**config.mk**
```make
export PLATFORM = sky130hd
export DESIGN_NAME = squash_arbiter
export DESIGN_NICKNAME = d
export VERILOG_FILES = /design/src/rtl/squash_pkg.sv /design/src/rtl/squash_trap_timer.sv /design/src/rtl/squash_thread_ctrl.sv /design/src/rtl/squash_arbiter.sv
export SDC_FILE = /design/constraint.sdc
export NUM_CORES = 1
export LEC_CHECK = 0
export CAP_MARGIN = 0
export CORE_AREA = 5 5 222 224
export DETAILED_ROUTE_END_ITERATION = 6
export DIE_AREA = 0 0 227 229
export GPL_TIMING_DRIVEN = 0
export PLACE_DENSITY = 0.66
export SLEW_MARGIN = 20
export SYNTH_ARGS = -nofsm -noshare
export SYNTH_HDL_FRONTEND = slang
export SYNTH_SLANG_ARGS = --single-unit
```
**constraint.sdc**
```tcl
create_clock -name clk -period 4.3 [get_ports clk]
set_clock_uncertainty 0.05 [all_clocks]
set_input_delay 0.86 -clock clk [delete_from_list [all_inputs] [get_ports clk]]
set_output_delay 0.86 -clock clk [all_outputs]
set_load 0.01 [all_outputs]
```
**src/rtl/squash_pkg.sv**
```systemverilog
package squash_pkg;

  typedef enum logic {
    TH_RUN    = 1'b0,
    TH_SQUASH = 1'b1
  } thr_state_e;

endpackage

```
**src/rtl/squash_trap_timer.sv**
```systemverilog
module squash_trap_timer #(
  parameter int TRAP_LAT = 4
) (
  input  logic clk,
  input  logic rst_n,
  input  logic start,
  input  logic clear,
  output logic inflight,
  output logic due
);
  localparam int CNT_W = $clog2(TRAP_LAT + 1);

  logic [CNT_W-1:0] cnt_q;

  always_ff @(posedge clk) begin
    if (!rst_n) begin
      inflight <= 1'b0;
      due      <= 1'b0;
      cnt_q    <= '0;
    end else if (clear) begin
      inflight <= 1'b0;
      due      <= 1'b0;
    end else if (start && !inflight) begin
      inflight <= 1'b1;
      cnt_q    <= CNT_W'(TRAP_LAT - 1);
    end else if (inflight && !due) begin
      if (cnt_q == '0) due <= 1'b1;
      else             cnt_q <= cnt_q - 1'b1;
    end
  end

  AST_DUE_IMPLIES_INFLIGHT: assert property (@(posedge clk) disable iff (!rst_n)
    due |-> inflight);

endmodule

```
**src/rtl/squash_thread_ctrl.sv**
```systemverilog
module squash_thread_ctrl
  import squash_pkg::*;
#(
  parameter int SEQ_W      = 16,
  parameter int PC_W       = 32,
  parameter int TRAP_LAT   = 4,
  parameter bit DELAY_SLOT = 1'b1
) (
  input  logic             clk,
  input  logic             rst_n,
  input  logic             trap_req,
  input  logic             ctx_req,
  input  logic             ex_valid,
  input  logic [SEQ_W-1:0] ex_seq,
  input  logic             ex_incl,
  input  logic             ex_mis,
  input  logic             ex_tak,
  input  logic             ex_keep,
  input  logic [PC_W-1:0]  ex_pc,
  input  logic [PC_W-1:0]  ex_npc,
  input  logic             alloc_valid,
  input  logic [SEQ_W-1:0] alloc_seq,
  input  logic             rob_empty,
  input  logic [SEQ_W-1:0] rob_head_seq,
  input  logic             rob_done,
  input  logic             stores_pending,
  input  logic             store_committed,
  input  logic [PC_W-1:0]  saved_pc,
  input  logic [PC_W-1:0]  saved_npc,
  output logic             bc_squash,
  output logic             bc_squashing,
  output logic [SEQ_W-1:0] bc_done_seq,
  output logic             bc_mis,
  output logic             bc_tak,
  output logic [PC_W-1:0]  bc_pc,
  output logic [PC_W-1:0]  bc_npc,
  output logic             rob_cmd,
  output logic [SEQ_W-1:0] rob_seq,
  output logic             empty_ind,
  output logic             trap_inflight
);
  thr_state_e       state_q;
  logic             trap_due, ctx_pend_q, arm_q;
  logic [SEQ_W-1:0] youngest_q;
  logic             trap_take, ctx_take, whole, ex_ok, accept, fire_empty;
  logic [SEQ_W-1:0] whole_pt, ex_pt, ex_rob;

  squash_trap_timer #(.TRAP_LAT(TRAP_LAT)) u_timer (
    .clk      (clk),
    .rst_n    (rst_n),
    .start    (trap_req),
    .clear    (trap_take),
    .inflight (trap_inflight),
    .due      (trap_due)
  );

  always_comb begin
    trap_take  = trap_due;
    ctx_take   = ctx_pend_q && !trap_due;
    whole      = trap_take || ctx_take;
    whole_pt   = rob_empty ? '0 : rob_head_seq - 1'b1;
    ex_ok      = ex_valid && !trap_inflight && !whole && (ex_seq <= youngest_q);
    ex_pt      = ex_incl ? ex_seq - 1'b1 : ex_seq;
    ex_rob     = ex_pt + SEQ_W'(DELAY_SLOT && ex_mis && ex_keep);
    accept     = whole || ex_ok;
    fire_empty = arm_q && rob_empty && !stores_pending && !store_committed;
  end

  always_ff @(posedge clk) begin
    if (!rst_n) begin
      state_q     <= TH_RUN;
      ctx_pend_q  <= 1'b0;
      arm_q       <= 1'b1;
      youngest_q  <= '0;
      bc_squash   <= 1'b0;
      rob_cmd     <= 1'b0;
      empty_ind   <= 1'b0;
      bc_done_seq <= '0;
      rob_seq     <= '0;
      bc_mis      <= 1'b0;
      bc_tak      <= 1'b0;
      bc_pc       <= '0;
      bc_npc      <= '0;
    end else begin
      ctx_pend_q <= ctx_req || (ctx_pend_q && !ctx_take);
      bc_squash  <= accept;
      rob_cmd    <= accept;
      empty_ind  <= fire_empty;
      if (accept)          arm_q <= 1'b1;
      else if (fire_empty) arm_q <= 1'b0;
      if (accept)                              state_q <= TH_SQUASH;
      else if (state_q == TH_SQUASH && rob_done) state_q <= TH_RUN;
      if (whole) begin
        bc_done_seq <= whole_pt;
        rob_seq     <= whole_pt;
        bc_mis      <= 1'b0;
        bc_tak      <= 1'b0;
        bc_pc       <= saved_pc;
        bc_npc      <= saved_npc;
        youngest_q  <= '0;
      end else if (ex_ok) begin
        bc_done_seq <= ex_pt;
        rob_seq     <= ex_rob;
        bc_mis      <= ex_mis;
        bc_tak      <= ex_tak;
        bc_pc       <= ex_pc;
        bc_npc      <= ex_npc;
        youngest_q  <= ex_pt;
      end else if (alloc_valid) begin
        youngest_q  <= alloc_seq;
      end
    end
  end

  assign bc_squashing = (state_q == TH_SQUASH);

  AST_TRAP_STARTS_WAIT: assert property (@(posedge clk) disable iff (!rst_n)
    trap_req && !trap_inflight |=> trap_inflight);
  AST_TRAP_WINS: assert property (@(posedge clk) disable iff (!rst_n)
    trap_due && ctx_pend_q |=> !trap_inflight && bc_squash);
  AST_WHOLE_EMPTY_ZERO: assert property (@(posedge clk) disable iff (!rst_n)
    ctx_pend_q && !trap_due && rob_empty |=> bc_squash && bc_done_seq == '0);
  AST_NO_EX_IN_TRAP: assert property (@(posedge clk) disable iff (!rst_n)
    ex_valid && trap_inflight && !trap_due && !ctx_pend_q |=> !bc_squash);
  AST_SQUASHING_HOLDS: assert property (@(posedge clk) disable iff (!rst_n)
    bc_squashing && !rob_done |=> bc_squashing);
  AST_EMPTY_GATED: assert property (@(posedge clk) disable iff (!rst_n)
    empty_ind |-> $past(rob_empty && !stores_pending && !store_committed));

endmodule

```
**src/rtl/squash_arbiter.sv**
```systemverilog
module squash_arbiter #(
  parameter int NT         = 2,
  parameter int SEQ_W      = 16,
  parameter int PC_W       = 32,
  parameter int TRAP_LAT   = 4,
  parameter bit DELAY_SLOT = 1'b1
) (
  input  logic              clk,
  input  logic              rst_n,
  input  logic [NT-1:0]     trap_req,
  input  logic [NT-1:0]     ctx_sq_req,
  input  logic [NT-1:0]     ex_sq_valid,
  input  logic [NT*SEQ_W-1:0] ex_sq_seq,
  input  logic [NT-1:0]     ex_incl_self,
  input  logic [NT-1:0]     ex_mispred,
  input  logic [NT-1:0]     ex_taken,
  input  logic [NT-1:0]     ex_keep_slot,
  input  logic [NT*PC_W-1:0] ex_pc,
  input  logic [NT*PC_W-1:0] ex_npc,
  input  logic [NT-1:0]     alloc_valid,
  input  logic [NT*SEQ_W-1:0] alloc_seq,
  input  logic [NT-1:0]     rob_empty,
  input  logic [NT*SEQ_W-1:0] rob_head_seq,
  input  logic [NT-1:0]     rob_done_sq,
  input  logic              stores_pending,
  input  logic [NT-1:0]     store_committed,
  input  logic [NT*PC_W-1:0] saved_pc,
  input  logic [NT*PC_W-1:0] saved_npc,
  output logic [NT-1:0]     bc_squash,
  output logic [NT-1:0]     bc_squashing,
  output logic [NT*SEQ_W-1:0] bc_done_seq,
  output logic [NT-1:0]     bc_mispred,
  output logic [NT-1:0]     bc_taken,
  output logic [NT*PC_W-1:0] bc_pc,
  output logic [NT*PC_W-1:0] bc_npc,
  output logic [NT-1:0]     rob_sq_cmd,
  output logic [NT*SEQ_W-1:0] rob_sq_seq,
  output logic [NT-1:0]     empty_ind,
  output logic [NT-1:0]     trap_inflight
);
  for (genvar t = 0; t < NT; t++) begin : g_thr
    squash_thread_ctrl #(
      .SEQ_W(SEQ_W), .PC_W(PC_W), .TRAP_LAT(TRAP_LAT), .DELAY_SLOT(DELAY_SLOT)
    ) u_ctrl (
      .clk             (clk),
      .rst_n           (rst_n),
      .trap_req        (trap_req[t]),
      .ctx_req         (ctx_sq_req[t]),
      .ex_valid        (ex_sq_valid[t]),
      .ex_seq          (ex_sq_seq[t*SEQ_W +: SEQ_W]),
      .ex_incl         (ex_incl_self[t]),
      .ex_mis          (ex_mispred[t]),
      .ex_tak          (ex_taken[t]),
      .ex_keep         (ex_keep_slot[t]),
      .ex_pc           (ex_pc[t*PC_W +: PC_W]),
      .ex_npc          (ex_npc[t*PC_W +: PC_W]),
      .alloc_valid     (alloc_valid[t]),
      .alloc_seq       (alloc_seq[t*SEQ_W +: SEQ_W]),
      .rob_empty       (rob_empty[t]),
      .rob_head_seq    (rob_head_seq[t*SEQ_W +: SEQ_W]),
      .rob_done        (rob_done_sq[t]),
      .stores_pending  (stores_pending),
      .store_committed (store_committed[t]),
      .saved_pc        (saved_pc[t*PC_W +: PC_W]),
      .saved_npc       (saved_npc[t*PC_W +: PC_W]),
      .bc_squash       (bc_squash[t]),
      .bc_squashing    (bc_squashing[t]),
      .bc_done_seq     (bc_done_seq[t*SEQ_W +: SEQ_W]),
      .bc_mis          (bc_mispred[t]),
      .bc_tak          (bc_taken[t]),
      .bc_pc           (bc_pc[t*PC_W +: PC_W]),
      .bc_npc          (bc_npc[t*PC_W +: PC_W]),
      .rob_cmd         (rob_sq_cmd[t]),
      .rob_seq         (rob_sq_seq[t*SEQ_W +: SEQ_W]),
      .empty_ind       (empty_ind[t]),
      .trap_inflight   (trap_inflight[t])
    );
  end

  AST_CMD_WITH_BCAST: assert property (@(posedge clk) disable iff (!rst_n)
    rob_sq_cmd == bc_squash);

endmodule

```
# Word level (Yosys, flattened, before mapping)
# Index checks and enable logic that the tools add are counted.
[word_totals]
regBits = 248
inputBits = 377
output_inout_bits = 206
[classes]
add_sub_neg = 8
n_lt_le_gt_ge = 2
n_eq_ne = 2
mux = 36
n_bitwise = 5
n_reduce_logical = 61
[ops]
columns = ["operator", "count"]
rows = [
  ["$mux W16", 16],
  ["$mux W32", 8],
  ["$sub A16 B1 Y16 const B", 4],
  ["$add A16 B1 Y16", 2],
  ["$le A16 B16 Y1", 2],
  ["$logic_and A1 B1 Y1", 24],
  ["$mux W3", 6],
  ["$reduce_bool A2 Y1", 8],
  ["$reduce_or A2 Y1", 6],
  ["$logic_not A1 Y1", 11],
  ["$reduce_or A4 Y1", 2],
  ["$logic_not A3 Y1", 2],
  ["$logic_or A1 B1 Y1", 6],
  ["$mux W1", 6],
  ["$reduce_and A3 Y1", 2],
  ["$sub A3 B1 Y3 const B", 2],
  ["$not A1 Y1", 5],
  ["$ne A2 B2 Y1 const B", 2],
]

# Logic depth before layout (Yosys ltp)
[logic_depth]
ltp_word = 8
mapped_depth = 12
mapped_depth_nobuf = 10

# Cells and area by module
# A second synthesis with hierarchy kept.
[hier_totals]
hier_cells = 1530
hier_area_um2 = 13516.7
[by_module_without_submodules]
columns = ["mod", "n_inst", "cells_per_inst", "area_per_inst_um2"]
rows = [
  ["squash_thread_ctrl (g_thr[1].u_ctrl)", 1, 757, 6572.6],
  ["squash_thread_ctrl (g_thr[0].u_ctrl)", 1, 723, 6463.7],
  ["squash_trap_timer", 2, 25, 240.2],
]

# Least setup slack after synthesis
# OpenSTA, ideal clock, no wires.
[synth_path]
path_kind = "input-to-reg"
start = "input port ex_incl_self[1]"
end = "register g_thr[1].u_ctrl.rob_seq[14]"
arrival_ns = 3.231
required_ns = 4.136
slack_ns = 0.905
cell_stages = 9
cell_sequence = "buf_4 > or4b_1 > buf_2 > or3_4 > or4_4 > xnor2_1 > nand3_1 > xnor2_1 > a2111oi_0"
[synth_via]
elab_chain_cells = 4
[synth_lines]
columns = ["element", "line", "rtl"]
rows = [
  ["from (decl)", "squash_arbiter.sv:14", "input logic [NT-1:0] ex_incl_self,"],
  ["$mux W16", "squash_thread_ctrl.sv:63", "ex_pt = ex_incl ? ex_seq - 1'b1 : ex_seq;"],
  ["$add A16 B1 Y16", "squash_thread_ctrl.sv:64", "ex_rob = ex_pt + SEQ_W'(DELAY_SLOT && ex_mis && ex_keep);"],
  ["$mux W16", "squash_thread_ctrl.sv:101", "end else if (ex_ok) begin"],
  ["$mux W16", "squash_thread_ctrl.sv:93", "if (whole) begin"],
  ["to (signal assigned)", "squash_thread_ctrl.sv:95", "rob_seq <= whole_pt;"],
  ["to (signal assigned)", "squash_thread_ctrl.sv:103", "rob_seq <= ex_rob;"],
  ["to (decl)", "squash_thread_ctrl.sv:38", "output logic [SEQ_W-1:0] rob_seq,"],
]
# No other way between the ends. The select of a mux whose other input is x is not followed.
# A chain may end at the register's enable or synchronous reset.

# Final worst setup path
[layout_path]
start = "input port ex_sq_seq[29]"
end = "register g_thr[1].u_ctrl.bc_npc[28]"
[layout_via]
elab_chain_cells = 3
[layout_lines]
columns = ["element", "line", "rtl"]
rows = [
  ["from (decl)", "squash_arbiter.sv:13", "input logic [NT*SEQ_W-1:0] ex_sq_seq,"],
  ["$le A16 B16 Y1", "squash_thread_ctrl.sv:62", "ex_ok = ex_valid && !trap_inflight && !whole && (ex_seq <= youngest_q);"],
  ["$logic_and A1 B1 Y1", "squash_thread_ctrl.sv:62", ""],
  ["$reduce_bool A2 Y1 (no line)", "--", ""],
  ["to (signal assigned)", "squash_thread_ctrl.sv:99", "bc_npc <= saved_npc;"],
  ["to (signal assigned)", "squash_thread_ctrl.sv:107", "bc_npc <= ex_npc;"],
  ["to (decl)", "squash_thread_ctrl.sv:36", "output logic [PC_W-1:0] bc_npc,"],
]
# No other way between the ends.

==> results.yml <==
logic_synthesis:
  synthAdderAreaFrac: 0.0415
  synth_xor_area_frac: 0.0534
  synth_compound_area_frac: 0.229
  yosys_warnings: 0
  avgSynthCellArea_um2: 8.14
  yosysSeqAreaShare: 0.375
  muxShareOfSynthArea: 0.0682
  synth_fp_nets: 2049
  syn_area_um2: 13300
  syn-instance-count: 1628
  synth_cell_types: 71
  ys.flop_type: "dfxtp_1"
  synth_top_family_by_area: "compound AO/OA/AOI/OAI gates"
  synth-edff-count: 0
  synth-simple-area-share: 0.176
  ys_ff_latch: 248
  synthArstFlopShare: 0
clocking:
  clock_path_buffers: 3
  cts_max_level: 1
  cts_sinks: 248
  cts_root_buf: "clkbuf_16"
  cts_tree: "done"
  cts_buffers: 30
  post_cts_buffers: 0
  cts-hold-fix-buffers: 0
  clkLatencyLatePin_ns: 0.59
  clk_pin_slew_ns: 0.06
global_route:
  grt_use_total: 0.231
  grt_remaining_overflow: 0
  first_global_vias: 15400
  grt_max_degree: 16
  grt_pass1_wl_um: 93000
  grt_antenna_before_repair: 8
detailed_routing:
  vias_per_cell: 5.23
  detail_route.wl_per_cell_um: 22.5
  antenna_left: 0
  vias: 15100
  dr.pass1.iters: 5
  wirelength_um: 64700
  remaining_drc_errors: 0
  drtIter0Drc: 972
timing:
  rsz0062_at_grt: "false"
  slew_headroom: 0.369
  period_minus_slack_ns: 4.03
  fin_tns_setup_ns: 0
  fmax_mhz: 248
  fin_crit_sh: 0.937
  worst_pin_slew_ns: 0.946
  hold_viol: 0
  setup_viol: 0
  finalMaxSlewViolations: 0
  whs_ns: 0.401
setup_path:
  rr_worst_depth: 9
  critPathKind: "input pin to register"
  timing.critical_path.buf_inv: 4
  critPathTopFamily: "buffers and inverters"
  start_kind: "input pin"
  cpMostUsedCell: "clkbuf_1"
  crit_path_top_delay_cell: "clkbuf_1"
  cp_cell_sequence: "clkdlybuf4s50_1 > ha_1 > and3_1 > nand2_1 > nor3_1 > o21a_1 > o21a_1 > clkbuf_1 > clkbuf_1 > clkbuf_1 > nand2_1 > a31oi_1"
  crit_required_ns: 4.74
  max_stage_delay_ns: 0.64
  worst-endpoint-arrival_ns: 4.47
  endpoint_kind: "register"
  cp_num_cells: 12
  cp_max_fo: 10
die:
  die_area_um2: 52000
  die_w_um: 227
  die_h_um: 229
  std_cell_rows: 80
  io_pins: 583
  start_util: 0.281
  core_region_area_um2: 47100
cells_and_area:
  regArea_um2: 4960
  multi_input_area_um2: 7540
  area_delta_synth_final_pct: 57.0
  final_common_cell: "clkdlybuf4s50_1"
  final_cell_mix: "clkdlybuf4s50_1 (578), dfxtp_1 (248), nand2_1 (195)"
  fill_cells: 4686
  layout-drive-gt1-share: 0.0495
  final_net_count: 2659
job:
  drv_cap: 0
status:
  status: "complete, no violations"
placed_design:
  io_buffers: 578
  routabilityCongestion: 0.956
  hpwl_um: 52400
power_and_ir_drop:
  p_leak_nw: 7.50
  p_per_area_nw_per_um2: 347
  ir_worst_vdd_mv: 0.279
hold_path:
  hold_path.class: "register to register"
  holdPathStages: 2
[report_power, final]
group / leakage [nW] / total, mW / switching [mW] / internal, mW
logic: 4.97 / 1.97 / 0.982 / 0.992
clock network: 0.483 / 2.56 / 1.06 / 1.50
registers: 2.05 / 2.69 / 0.149 / 2.54
[layer usage]
metal,vias to the layer above,share of wire,track usage,routed length [um]
met1,7136,0.38,0.268,24500
met2,745,0.47,0.398,30600
met5,-,0.0014,0,88
li1,7043,-,-,-
met3,135,0.11,0.0711,6870
met4,12,0.040,0.0837,2590
[worst min-delay path, delay by kind of cell (launching register included)]
kind,cells,cell delay [ns]
flip-flops,1,0.30
AND/OR/NAND/NOR,1,0.05
buffers and inverters,1,0.04
[final timing paths]
path / start / to / slack, ns
setup / recovery: ex_sq_seq[29] / g_thr[1].u_ctrl.bc_npc[28] / 0.27
hold / removal: g_thr[0].u_ctrl.arm_q / g_thr[0].u_ctrl.empty_ind / 0.40
setup reg to reg: g_thr[1].u_ctrl.u_timer.due / g_thr[1].u_ctrl.bc_done_seq[15] / 0.40
hold reg to reg: g_thr[0].u_ctrl.arm_q / g_thr[0].u_ctrl.empty_ind / 0.40
[flip-flops by register name, summed over array words and instances, names as in the netlist]
signal                         flops
g_thr.u_ctrl.empty_ind             2
g_thr.u_ctrl.bc_pc                64
g_thr.u_ctrl.arm_q                 2
g_thr.u_ctrl.u_timer.inflight      2
g_thr.u_ctrl.bc_tak                2
g_thr.u_ctrl.u_timer.cnt_q         6
g_thr.u_ctrl.bc_npc               64
g_thr.u_ctrl.bc_done_seq          32
g_thr.u_ctrl.youngest_q           32
g_thr.u_ctrl.rob_seq              32
g_thr.u_ctrl.bc_squash             2
g_thr.u_ctrl.bc_mis                2
g_thr.u_ctrl.ctx_pend_q            2
g_thr.u_ctrl.bc_squashing          2
g_thr.u_ctrl.u_timer.due           2
[area by class of cell]
type | instances | area share
multi-input combinational | 1197 | 0.362
timing repair buffer | 578 | 0.278
sequential | 248 | 0.239
clock buffer | 49 | 0.0438
tap | 615 | 0.0370
buffer | 135 | 0.0278
inverter | 48 | 0.00866
clock inverter | 7 | 0.00355
antenna | 2 | 0.000241
[metrics by stage]
stage | utilization | total power [mW] | instances | area (um^2) | setup WS [ns]
6_report | 0.441 | 7.22 | 2879 | 20800 | 0.272
5_1_grt | 0.441 | 7.53 | 2878 | 20800 | 0.135
4_1_cts | 0.441 | 7.27 | 2877 | 20800 | 0.162
3_5_place_dp | 0.420 | 4.70 | 2821 | 19800 | -0.879
3_3_place_gp | 0.420 | 4.66 | 2821 | 19800 | -0.829
2_1_floorplan | - | 3.53 | 1628 | 13300 | 0.905
[cell usage after synthesis, types with 15 or more instances]
cell      count  share of area
nand2_1     195          0.055
clkbuf_1    105          0.030
a211oi_1     24          0.014
o21ai_0     170          0.064
inv_1        48          0.014
mux2i_1      88          0.066
and3_1       29          0.014
nand2b_1     15         0.0071
o31a_1       22          0.015
nand3_1      18         0.0068
a31oi_1      74          0.035
buf_4        15         0.0085
xor2_1       30          0.020
a21oi_1     128          0.048
xnor2_1      49          0.032
nor2_1      107          0.030
dfxtp_1     248           0.37
ha_1         44          0.042
nor3_1       29          0.011
[cell families after synthesis]
family          after synthesis
mux                          90
simple gates                484
xor+xnor                     80
fa+ha+maj                    44
compound gates              499
flops                       248
buf+inv                     183
[repair_timing]
| item | CTS | global route |
|---|---|---|
| setup endpoints to repair | 13 | 1 |
| cloned | 0 | 0 |
| resized for setup | 3 | 1 |
Power figures use the tool's default switching activity.
